<file path="src/rtl/vsg_pkg.sv">
package vsg_pkg;

    typedef enum logic {
        ALIGN_LINE = 1'b0,
        ALIGN_HALF = 1'b1
    } align_e;

    typedef struct packed {
        logic line;
        logic half;
    } strobe_t;

    function automatic align_e pick_align(input logic interlaced, input logic odd);
        return (interlaced && odd) ? ALIGN_HALF : ALIGN_LINE;
    endfunction

    function automatic logic align_pulse(input align_e sel, input strobe_t stb);
        return (sel == ALIGN_HALF) ? stb.half : stb.line;
    endfunction

endpackage

</file>
<file path="src/rtl/vsg_ref_sync.sv">
module vsg_ref_sync #(
    parameter int STAGES = 2
) (
    input  logic clk,
    input  logic rst,
    input  logic ref_in,
    output logic rise
);
    logic [STAGES-1:0] chain;
    logic              last_q;

    generate
        for (genvar i = 0; i < STAGES; i++) begin : g_stage
            if (i == 0) begin : g_first
                always_ff @(posedge clk) begin
                    if (rst) chain[0] <= 1'b0;
                    else     chain[0] <= ref_in;
                end
            end else begin : g_next
                always_ff @(posedge clk) begin
                    if (rst) chain[i] <= 1'b0;
                    else     chain[i] <= chain[i-1];
                end
            end
        end
    endgenerate

    always_ff @(posedge clk) begin
        if (rst) last_q <= 1'b0;
        else     last_q <= chain[STAGES-1];
    end

    assign rise = chain[STAGES-1] & ~last_q;
endmodule

</file>
<file path="src/rtl/vsg_line_ctr.sv">
module vsg_line_ctr #(
    parameter int LINES = 525
) (
    input  logic clk,
    input  logic rst,
    input  logic run,
    input  logic line_stb,
    output logic wrap
);
    localparam int CW = (LINES > 1) ? $clog2(LINES) : 1;
    localparam logic [CW-1:0] LAST = CW'(LINES - 1);

    logic [CW-1:0] cnt_q;

    assign wrap = run && line_stb && (cnt_q == LAST);

    always_ff @(posedge clk) begin
        if (rst || !run)    cnt_q <= LAST;
        else if (line_stb)  cnt_q <= (cnt_q == LAST) ? '0 : cnt_q + 1'b1;
    end
endmodule

</file>
<file path="src/rtl/vsg_lock_arm.sv">
module vsg_lock_arm (
    input  logic clk,
    input  logic rst,
    input  logic clear,
    input  logic ref_rise,
    input  logic busy,
    input  logic align_stb,
    output logic fire
);
    logic pend_q;

    assign fire = pend_q && align_stb && !busy;

    always_ff @(posedge clk) begin
        if (rst || clear)        pend_q <= 1'b0;
        else if (fire)           pend_q <= 1'b0;
        else if (ref_rise && !busy) pend_q <= 1'b1;
    end
endmodule

</file>
<file path="src/rtl/vsg_pulse.sv">
module vsg_pulse #(
    parameter int VSW_BITS = 4
) (
    input  logic                clk,
    input  logic                rst,
    input  logic                clear,
    input  logic                start,
    input  logic                line_stb,
    input  logic [VSW_BITS-1:0] width,
    output logic                active,
    output logic                started
);
    localparam int CW = VSW_BITS + 1;

    logic [CW-1:0] cnt_q;
    logic [CW-1:0] eff_w;
    logic          act_q;
    logic          seen_q;

    assign eff_w = (width == '0) ? CW'(1) : {1'b0, width};

    always_ff @(posedge clk) begin
        if (rst || clear) begin
            act_q  <= 1'b0;
            seen_q <= 1'b0;
            cnt_q  <= '0;
        end else if (start && !act_q) begin
            act_q  <= 1'b1;
            seen_q <= 1'b1;
            cnt_q  <= '0;
        end else if (act_q && line_stb) begin
            if (cnt_q + 1'b1 >= eff_w) act_q <= 1'b0;
            else                       cnt_q <= cnt_q + 1'b1;
        end
    end

    assign active  = act_q;
    assign started = seen_q;
endmodule

</file>
<file path="src/rtl/framelock_vsync.sv">
module framelock_vsync
    import vsg_pkg::*;
#(
    parameter int LINES_PER_FRAME = 525,
    parameter int VSW_BITS        = 4,
    parameter int SYNC_STAGES     = 2
) (
    input  logic                clk,
    input  logic                rst,
    input  logic                disp_en,
    input  logic                lock_sel,
    input  logic                interlace,
    input  logic                odd_field,
    input  logic                hsync_stb,
    input  logic                half_stb,
    input  logic                ext_ref,
    input  logic [VSW_BITS-1:0] vs_lines,
    output logic                vsync,
    output logic                blank
);
    strobe_t stb;
    align_e  sel;
    logic    ref_rise;
    logic    lock_fire;
    logic    free_fire;
    logic    start;
    logic    active;
    logic    started;

    assign stb = '{line: hsync_stb, half: half_stb};
    assign sel = pick_align(interlace, odd_field);

    vsg_ref_sync #(.STAGES(SYNC_STAGES)) u_sync (
        .clk    (clk),
        .rst    (rst),
        .ref_in (ext_ref),
        .rise   (ref_rise)
    );

    vsg_lock_arm u_arm (
        .clk       (clk),
        .rst       (rst),
        .clear     (!disp_en || !lock_sel),
        .ref_rise  (ref_rise),
        .busy      (active),
        .align_stb (align_pulse(sel, stb)),
        .fire      (lock_fire)
    );

    vsg_line_ctr #(.LINES(LINES_PER_FRAME)) u_lines (
        .clk      (clk),
        .rst      (rst),
        .run      (disp_en && !lock_sel),
        .line_stb (hsync_stb),
        .wrap     (free_fire)
    );

    assign start = lock_sel ? lock_fire : free_fire;

    vsg_pulse #(.VSW_BITS(VSW_BITS)) u_pulse (
        .clk      (clk),
        .rst      (rst),
        .clear    (!disp_en),
        .start    (start),
        .line_stb (hsync_stb),
        .width    (vs_lines),
        .active   (active),
        .started  (started)
    );

    assign vsync = active;
    assign blank = !started || active;
endmodule

</file>
<file path="config.mk">
export PLATFORM = sky130hd
export DESIGN_NAME = framelock_vsync
export DESIGN_NICKNAME = d
export VERILOG_FILES = /design/src/rtl/vsg_pkg.sv /design/src/rtl/vsg_ref_sync.sv /design/src/rtl/vsg_line_ctr.sv /design/src/rtl/vsg_lock_arm.sv /design/src/rtl/vsg_pulse.sv /design/src/rtl/framelock_vsync.sv
export SDC_FILE = /design/constraint.sdc
export NUM_CORES = 1
export LEC_CHECK = 0
export ABC_AREA = 1
export BUFFER_PORTS_ARGS = -buffer_cell sky130_fd_sc_hd__clkbuf_2
export CAP_MARGIN = 20
export CORE_ASPECT_RATIO = 1.25
export CORE_UTILIZATION = 50
export CTS_BUF_LIST = sky130_fd_sc_hd__clkbuf_4 sky130_fd_sc_hd__clkbuf_8 sky130_fd_sc_hd__clkbuf_16
export CTS_CLUSTER_DIAMETER = 120
export DETAILED_ROUTE_END_ITERATION = 8
export PLACE_DENSITY_LB_ADDON = 0.15
export SLEW_MARGIN = 20
export SYNTH_ARGS = -nofsm -noshare
export SYNTH_HDL_FRONTEND = slang
export SYNTH_SLANG_ARGS = --single-unit
export TNS_END_PERCENT = 5
</file>
<file path="constraint.sdc">
create_clock -name clk -period 1.7 [get_ports clk]
set_input_delay 0.51 -clock clk [delete_from_list [all_inputs] [get_ports clk]]
set_output_delay 0.51 -clock clk [all_outputs]
set_load 0.02 [all_outputs]
</file>
# Yosys cells after proc, flatten, opt, wreduce, memory -nomap -nowiden
# Cells that the tools add are included.
# op_classes
n_eq_ne,1
bitwise_logic,3
order_cmp,1
mux,8
add_sub_neg,2
n_reduce_logical,26
# ops
cell,n
10-bit by 1-bit adder with 10-bit output (second input constant),1
10-bit equality test (second input constant),1
10-bit two-way mux,1
1-bit logical AND,9
1-bit two-way mux,6
5-bit by 1-bit adder with 5-bit output (second input constant),1
5-bit >= comparator,1
1-bit zero test,5
1-bit logical OR,5
4-bit zero test,1
4-bit two-way mux,1
2-bit AND reduction,2
2-bit nonzero test,2
2-bit OR reduction,2
1-bit inverter,2
1-bit AND,1
# totals
ff_bits,21
inputBits,13
word_cells,49
output_inout_bits,2

# Longest topological paths before layout
# Gate-level depths: netlist of the first run.
# logic_depth
ltp_word,9
mapped_depth,13
ltp_nobuf,13

# Cells and area by module
# From an unflattened synthesis of the first run, not the netlist that was laid out.
# unflattened
hier_cells,191
area_unflattened_um2,1300.0
# modules_own_cells
mod,cells_per_inst,n_inst,area_each_um2
vsg_line_ctr,84,1,595.6
vsg_pulse,77,1,514.2
vsg_ref_sync,10,1,86.3
vsg_lock_arm,8,1,56.3
framelock_vsync,12,1,47.5

# Worst setup path before layout of the first run
# Ideal clock, no wire load.
# synth_path
path_kind,input to register
startpoint,in vs_lines[2]
endpoint,reg u_pulse.cnt_q[0]
stages,13
path_buffers,0
setup_slack_ps,-117
t_arrival_ps,1697
t_required_ps,1581
cell_sequence,inv_1 > a31o_2 > ha_1 > inv_1 > nand2_1 > nand2_1 > nand2_1 > nand2_1 > nand2_1 > nand2_1 > nand3_1 > nand2_1 > a21oi_1
# synth_between
elab_chain_len,5
# synth_lines
element,line_no,text
start: declaration,framelock_vsync.sv:17,"input logic [VSW_BITS-1:0] vs_lines,"
4-bit zero test,vsg_pulse.sv:20,"assign eff_w = (width == '0) ? CW'(1) : {1'b0, width};"
4-bit two-way mux *,vsg_pulse.sv:20,
5-bit >= comparator *,vsg_pulse.sv:32,if (cnt_q + 1'b1 >= eff_w) act_q <= 1'b0;
1-bit inverter (no line) *,--,
2-bit AND reduction (no line) *,--,
end signal: assignment,vsg_pulse.sv:33,else cnt_q <= cnt_q + 1'b1;
end: declaration,vsg_pulse.sv:15,logic [CW-1:0] cnt_q;
# Every way passes the cells marked *; elsewhere a longest branch is shown, timed or not.
# A chain may end at the register's enable or synchronous reset.

# Final worst setup path of the first run
# layout_path
startpoint,reg u_pulse.cnt_q[2]
endpoint,reg u_pulse.cnt_q[0]
# layout_between
elab_chain_len,4
# layout_lines
element,line_no
5-bit by 1-bit adder with 5-bit output,vsg_pulse.sv:32
5-bit >= comparator,vsg_pulse.sv:32
1-bit inverter (no line),--
2-bit AND reduction (no line),--
# Every way passes these cells.

==> results of run 1 <==
[state kept, by name (all words and copies together) (netlist names)]
signal           flops
u_pulse.started      1
u_lines.cnt_q       10
u_arm.pend_q         1
u_sync.chain         2
u_sync.last_q        1
u_pulse.active       1
u_pulse.cnt_q        5
[critical path: stages (launching register included)]
cell,delay [ps]
dfxtp_1,450
nand3_1,140
xnor2_1,170
ha_1,190
inv_1,50
nand2_1,80
nor2_4,180
nand3_4,110
nand2_1,90
a21oi_1,60
[per-stage QoR]
step,TNS [ps],hold slack (ps),setup slack [ps],cells
after floorplan,0,388,7.80,161
after global placement,-825,392,-155,210
after detailed placement,-1160,401,-214,210
after CTS,0,367,7.12,214
after global routing,-58.2,346,-35.1,214
final,0,367,81.9,214
[synth_stat cells (all sizes together)]
cell,instances,area [um^2]
nand4,4,25.0
nor3,5,25.0
a31o,1,8.76
dfxtp,21,420
xor2,3,26.3
xnor2,3,26.3
nand2,40,158
a21oi,9,45.0
ha,7,87.6
o21ai,4,20.0
inv,27,101
nor4,3,18.8
nand3,9,45.0
nor2,23,101
a31oi,2,12.5
[worst min-delay path by stage]
stage,startpoint,to,slack (ps),depth (start not counted)
4_1_cts,ext_ref,u_sync.chain[0]$_SDFF_PP0_,370,3
2_1_floorplan,u_sync.chain[0]$_SDFF_PP0_,u_sync.chain[1]$_SDFF_PP0_,390,2
3_5_place_dp,u_sync.chain[0]$_SDFF_PP0_,u_sync.chain[1]$_SDFF_PP0_,400,2
3_3_place_gp,u_sync.chain[0]$_SDFF_PP0_,u_sync.chain[1]$_SDFF_PP0_,390,2
5_1_grt,ext_ref,u_sync.chain[0]$_SDFF_PP0_,350,3
6_report,ext_ref,u_sync.chain[0]$_SDFF_PP0_,370,3
[cell families (layout without fill, tap and decap cells)]
group | after synthesis | count (layout) | synth area share, %
fa+ha+maj | 7 | 7 | 7.81
xor+xnor | 6 | 6 | 4.69
compound gates | 16 | 16 | 7.70
simple gates | 84 | 84 | 33.3
buf+inv | 27 | 50 | 9.04
flops | 21 | 21 | 37.5
[routing by layer]
metal / GRT usage, % / vias to the layer above
met5: 0 / -
met2: 40.9 / 15
met4: 9.09 / 0
met3: 2.92 / 5
met1: 21.4 / 478
li1: - / 560
[where the power goes]
group	switching (mW)	internal (mW)
logic	0.0583	0.0432
clock network	0.161	0.0881
registers	0.00575	0.499
[timing repair]
item,4_1_cts,5_1_grt
pin swaps,0,1
endpoints found under the setup margin,5,5
hold endpoints to repair,0,0
gates resized for setup,2,6
[layout make-up]
type                            count  area [um^2]
Clock buffer                        3         22.5
Clock inverter                      1         5.00
Fill cell                         178          682
Inverter                           27          104
Multi-Input combinational cell    113          666
Sequential cell                    21          425
Tap cell                           30         37.5
Timing Repair Buffer               19          108
==> summary.md, run 1 <==
| Metric | Value |
|---|---|
| Status | `completed` |
| Util after Layout | `66.7%` |
| Final hold vios | `0` |
| Syn Area/Cell | `6.96 um^2` |
| Antenna-violating nets left | `0` |
| Diodes inserted | `0` |
| CP required | `1910 ps` |
| DP HPWL | `1.73 mm` |
| Placed Area | `1300 um^2` |
| Commonest non-fill, non-tap cell in the layout | `nand2_1` |
| Pin count of the biggest net entering global routing | `13` |
| DRC | `0` |
| Area Overhead vs Synth | `22.0%` |
| R2R Setup Slk | `80 ps` |
| Drt wl/cell | `10.5 um` |
| Final GP Congestion | `0.831` |
| Setup crit end | `u_pulse.cnt_q[0]$_SDFFE_PP0P_` |
| CTS clk-pin slew, worst paths | `120 ps` |
| Final Power | `856 uW` |
| Crit Path Max Fanout | `6` |
| Yosys warnings | `0` |
| Syn Inst Count | `161` |
| Top Layer Used | `met4` |
| Critical path class | `flop to flop` |
| CTS Sinks | `21` |
| Pleak | `0.630 nW` |
| Final setup fails | `0` |
| RR Endpoint | `u_pulse.cnt_q[0]$_SDFFE_PP0P_` |
| Setup bufs post-CTS | `0` |
| CP arrival | `1830 ps` |
| Die height | `54.9 um` |
| CTS tree | `done` |
| R2R depth | `9` |
| Rows | `18` |
| Total number of vias | `1058` |
| Initial antenna violation count | `0` |
| Max_cap viols | `0` |
| Rel. slew slack | `82.0%` |
| PD cells | `626 nW/um^2` |
| Total global routing overflow | `0` |
| Sequential fraction of the synthesis area | `37.5%` |
| Worst Setup End Kind | `flop` |
| Final WL | `2.24 mm` |
| Via density | `4.94` |
| Core Box Area | `2050 um^2` |
| Clock tree buffer depth | `2` |
| Worst Tran Pin Value | `268 ps` |
| Worst R2R Start | `u_pulse.cnt_q[2]$_SDFFE_PP0P_` |
| CTS H-Tree Depth | `1` |
| Cell area after layout | `1370 um^2` |
| Syn Std Cell Area | `1120 um^2` |
| Global-route wire length before repair | `3.71 mm` |
| Hold_buf cts | `0` |
| Number of global-route vias before repair | `980` |
| GR Util All Layers | `20.7%` |
| Die ar. | `2440 um^2` |
| WL met3 | `55 um` |
| Chip width | `44.4 um` |
| Worst VDD drop | `0.469 mV` |
| HP Class | `primary input to flop` |
| Port-buffer cells | `14` |
| Starting density of the core | `54.7%` |
| Fin Clk Skew | `2.77 ps` |
| Clock Latency Late Sink | `310 ps` |
| Period utilization | `95.2%` |
| Crit path time final | `1620 ps` |
| Iter 0 DRT Violations | `12` |
| Nets | `205` |
| #FFs+latches synth | `21` |
| CTS Buf Count | `3` |
| Start point of the critical path | `u_pulse.cnt_q[2]$_SDFFE_PP0P_` |
| Synth unique cells | `20` |
| F_max | `618 MHz` |
| M1 WL | `944 um` |
| Io pins | `15` |
| Root Buffer | `clkbuf_4` |
| Most frequent cells in the layout | `36 x nand2_1, 24 x inv_1, 19 x nor2_1, 19 x dfxtp_1, 14 x clkbuf_2` |
| Critical path launch point type | `flop` |
| Met2 Routed Length | `1.20 mm` |
| TritonRoute pass-1 iters | `4` |
| Slew Viols, Final | `0` |
| Mapped Nets | `181` |
| Share of cells above drive strength 1 | `22.3%` |
(Power assumes the default switching activity.)
==> inputs of run 2 (changes only) <==
CORE_ASPECT_RATIO = default   (was 1.25)
CORE_UTILIZATION = 59   (was 50)
clock period = 2 ns   (was 1.7 ns; I/O delays follow)
==> run 2 against run 1 <==
Clock power fell by 14%. Sequential cell count unchanged. Power decreased by 15%. Non-clock buffer count unchanged.
==> summary.md, run 2 (synthesis gave the netlist of run 1 again) <==
| Metric | Value |
|---|---|
| Port-buffer cells | `14` |
| Final hold vios | `0` |
| TritonRoute pass-1 iters | `4` |
| Diodes inserted | `0` |
| Final Power | `724 uW` |
| Nets | `205` |
| Share of cells above drive strength 1 | `17.4%` |
| CTS Buf Count | `3` |
| Chip width | `45.6 um` |
| Rows | `15` |
| GR Util All Layers | `22.9%` |
| Core Box Area | `1750 um^2` |
| Via density | `5.01` |
| Worst R2R Start | `u_pulse.cnt_q[0]$_SDFFE_PP0P_` |
| PD cells | `561 nW/um^2` |
| Largest register FFs | `10` |
| CTS clk-pin slew, worst paths | `110 ps` |
| Fin Clk Skew | `10.1 ps` |
| Commonest non-fill, non-tap cell in the layout | `nand2_1` |
| Most frequent cells in the layout | `37 x nand2_1, 26 x inv_1, 21 x dfxtp_1` |
| Area Overhead vs Synth | `15.1%` |
| Max_cap viols | `0` |
| Antenna-violating nets left | `0` |
| Clock tree buffer depth | `2` |
| Hold_buf cts | `0` |
| Critical path launch point type | `flop` |
| Root Buffer | `clkbuf_4` |
| Slew Viols, Final | `0` |
| Final GP Congestion | `0.860` |
| Die height | `45.6 um` |
| Largest reg by FF count | `u_lines.cnt_q` |
| CTS tree | `done` |
| Initial antenna violation count | `0` |
| Crit Path Max Fanout | `6` |
| # fillers | `148` |
| Largest regs | `u_lines.cnt_q (10), u_pulse.cnt_q (5), u_sync.chain (2)` |
| Die ar. | `2080 um^2` |
| Hold Path Stages | `2` |
| Io pins | `15` |
| Pin count of the biggest net entering global routing | `12` |
| R2R depth | `10` |
| Final WL | `2.11 mm` |
| R2R Setup Slk | `190 ps` |
| Critical path class | `flop to flop` |
| Clock Latency Late Sink | `300 ps` |
| DRC | `0` |
| Setup bufs post-CTS | `0` |
| Worst VDD drop | `0.538 mV` |
| DP HPWL | `1.73 mm` |
| Count of non-filler cells in the finished layout | `209` |
| Period utilization | `90.3%` |
| RSZ-0062 raised after global routing | `no` |
| CP required | `2190 ps` |
| Hold Crit Start | `u_sync.chain[0]$_SDFF_PP0_` |
| Placed Area | `1260 um^2` |
| Post_cts resized | `0` |
| Crit path time final | `1810 ps` |
| Worst Setup End Kind | `flop` |
| RR Endpoint | `u_pulse.cnt_q[1]$_SDFFE_PP0P_` |
| Starting density of the core | `64.2%` |
| Iter 0 DRT Violations | `14` |
| Hold endpoint | `u_sync.chain[1]$_SDFF_PP0_` |
| CP arrival | `2000 ps` |
| Drt wl/cell | `10.1 um` |
| HP Class | `flop to flop` |
| Worst Tran Pin Value | `271 ps` |
| Cell area after layout | `1290 um^2` |
| Rel. slew slack | `81.8%` |
| F_max | `554 MHz` |
| Total global routing overflow | `0` |
| Global-route wire length before repair | `3.51 mm` |
| Area taken by multi-input logic gates | `599 um^2` |
| Pleak | `0.621 nW` |
| Inst Count DP | `205` |
| Sequential Area | `420 um^2` |
| Status | `completed` |
| CTS Sinks | `21` |
| Number of global-route vias before repair | `921` |
| Total number of vias | `1047` |
| Final setup fails | `0` |
| CTS H-Tree Depth | `1` |
[run 2: cell count changes in the layout (fill, tap and decap cells not counted), moves of 2 or more]
cell	change
dfxtp_1	+2
ha_1	+2
ha_4	-2
inv_1	+2
[run 2: worst max-delay path by stage]
stage                                        from                             to  slack [ps]  cells past startpoint
global route        u_pulse.cnt_q[0]$_SDFFE_PP0P_  u_pulse.cnt_q[0]$_SDFFE_PP0P_          30                      9
global placement                      vs_lines[2]  u_pulse.cnt_q[3]$_SDFFE_PP0P_         -50                     14
detailed placement                    vs_lines[2]  u_pulse.cnt_q[1]$_SDFFE_PP0P_        -120                     14
finish              u_pulse.cnt_q[0]$_SDFFE_PP0P_  u_pulse.cnt_q[1]$_SDFFE_PP0P_         190                     10
floorplan                             vs_lines[2]  u_pulse.cnt_q[0]$_SDFFE_PP0P_          90                     13
CTS                                   vs_lines[2]  u_pulse.cnt_q[1]$_SDFFE_PP0P_         180                     14
[run 2: worst max-delay path: stages, from the launching register on]
cell and delay (ps):
dfxtp_1 430, ha_1 290, ha_1 310, nand2_1 70, nand2_1 50, nand2_1 50
nand2_1 40, nand2_1 140, nand3_1 170, nand2_1 110, a21oi_1 60
[run 2: layout make-up]
type | count | area share (%)
clock buffers | 4 | 2.33
inverters | 27 | 7.86
multi-input cells | 113 | 46.5
flip-flops and latches | 21 | 32.6
well taps | 25 | 2.42
repair buffers | 19 | 8.34
[run 2: routing by layer]
metal  up-vias  part of all wire [%]  GRT usage [%]
li1        561                     -              -
met1       452                    48           28.7
met2        30                    46           37.1
met3         4                   5.2           6.75
met4         0                   1.0           7.88
met5         -                     0              0
[run 2: through the flow]
step	setup TNS, ps	hold slack, ps	worst slack [ps]	utilization [%]
global route	0	435	26.6	73.9
CTS	0	419	185	73.9
floorplan	0	388	93.4	-
finish	0	420	194	73.9
global placement	-215	393	-51.3	72.2
detailed placement	-584	403	-118	72.2
[run 2: where the power goes]
part	leakage [nW]	internal (mW)	switching [mW]	total, mW
clock	0.0184	0.0911	0.122	0.213
sequential	0.170	0.425	0.00460	0.430
combinational	0.432	0.0342	0.0470	0.0812
total	0.621	0.551	0.173	0.724
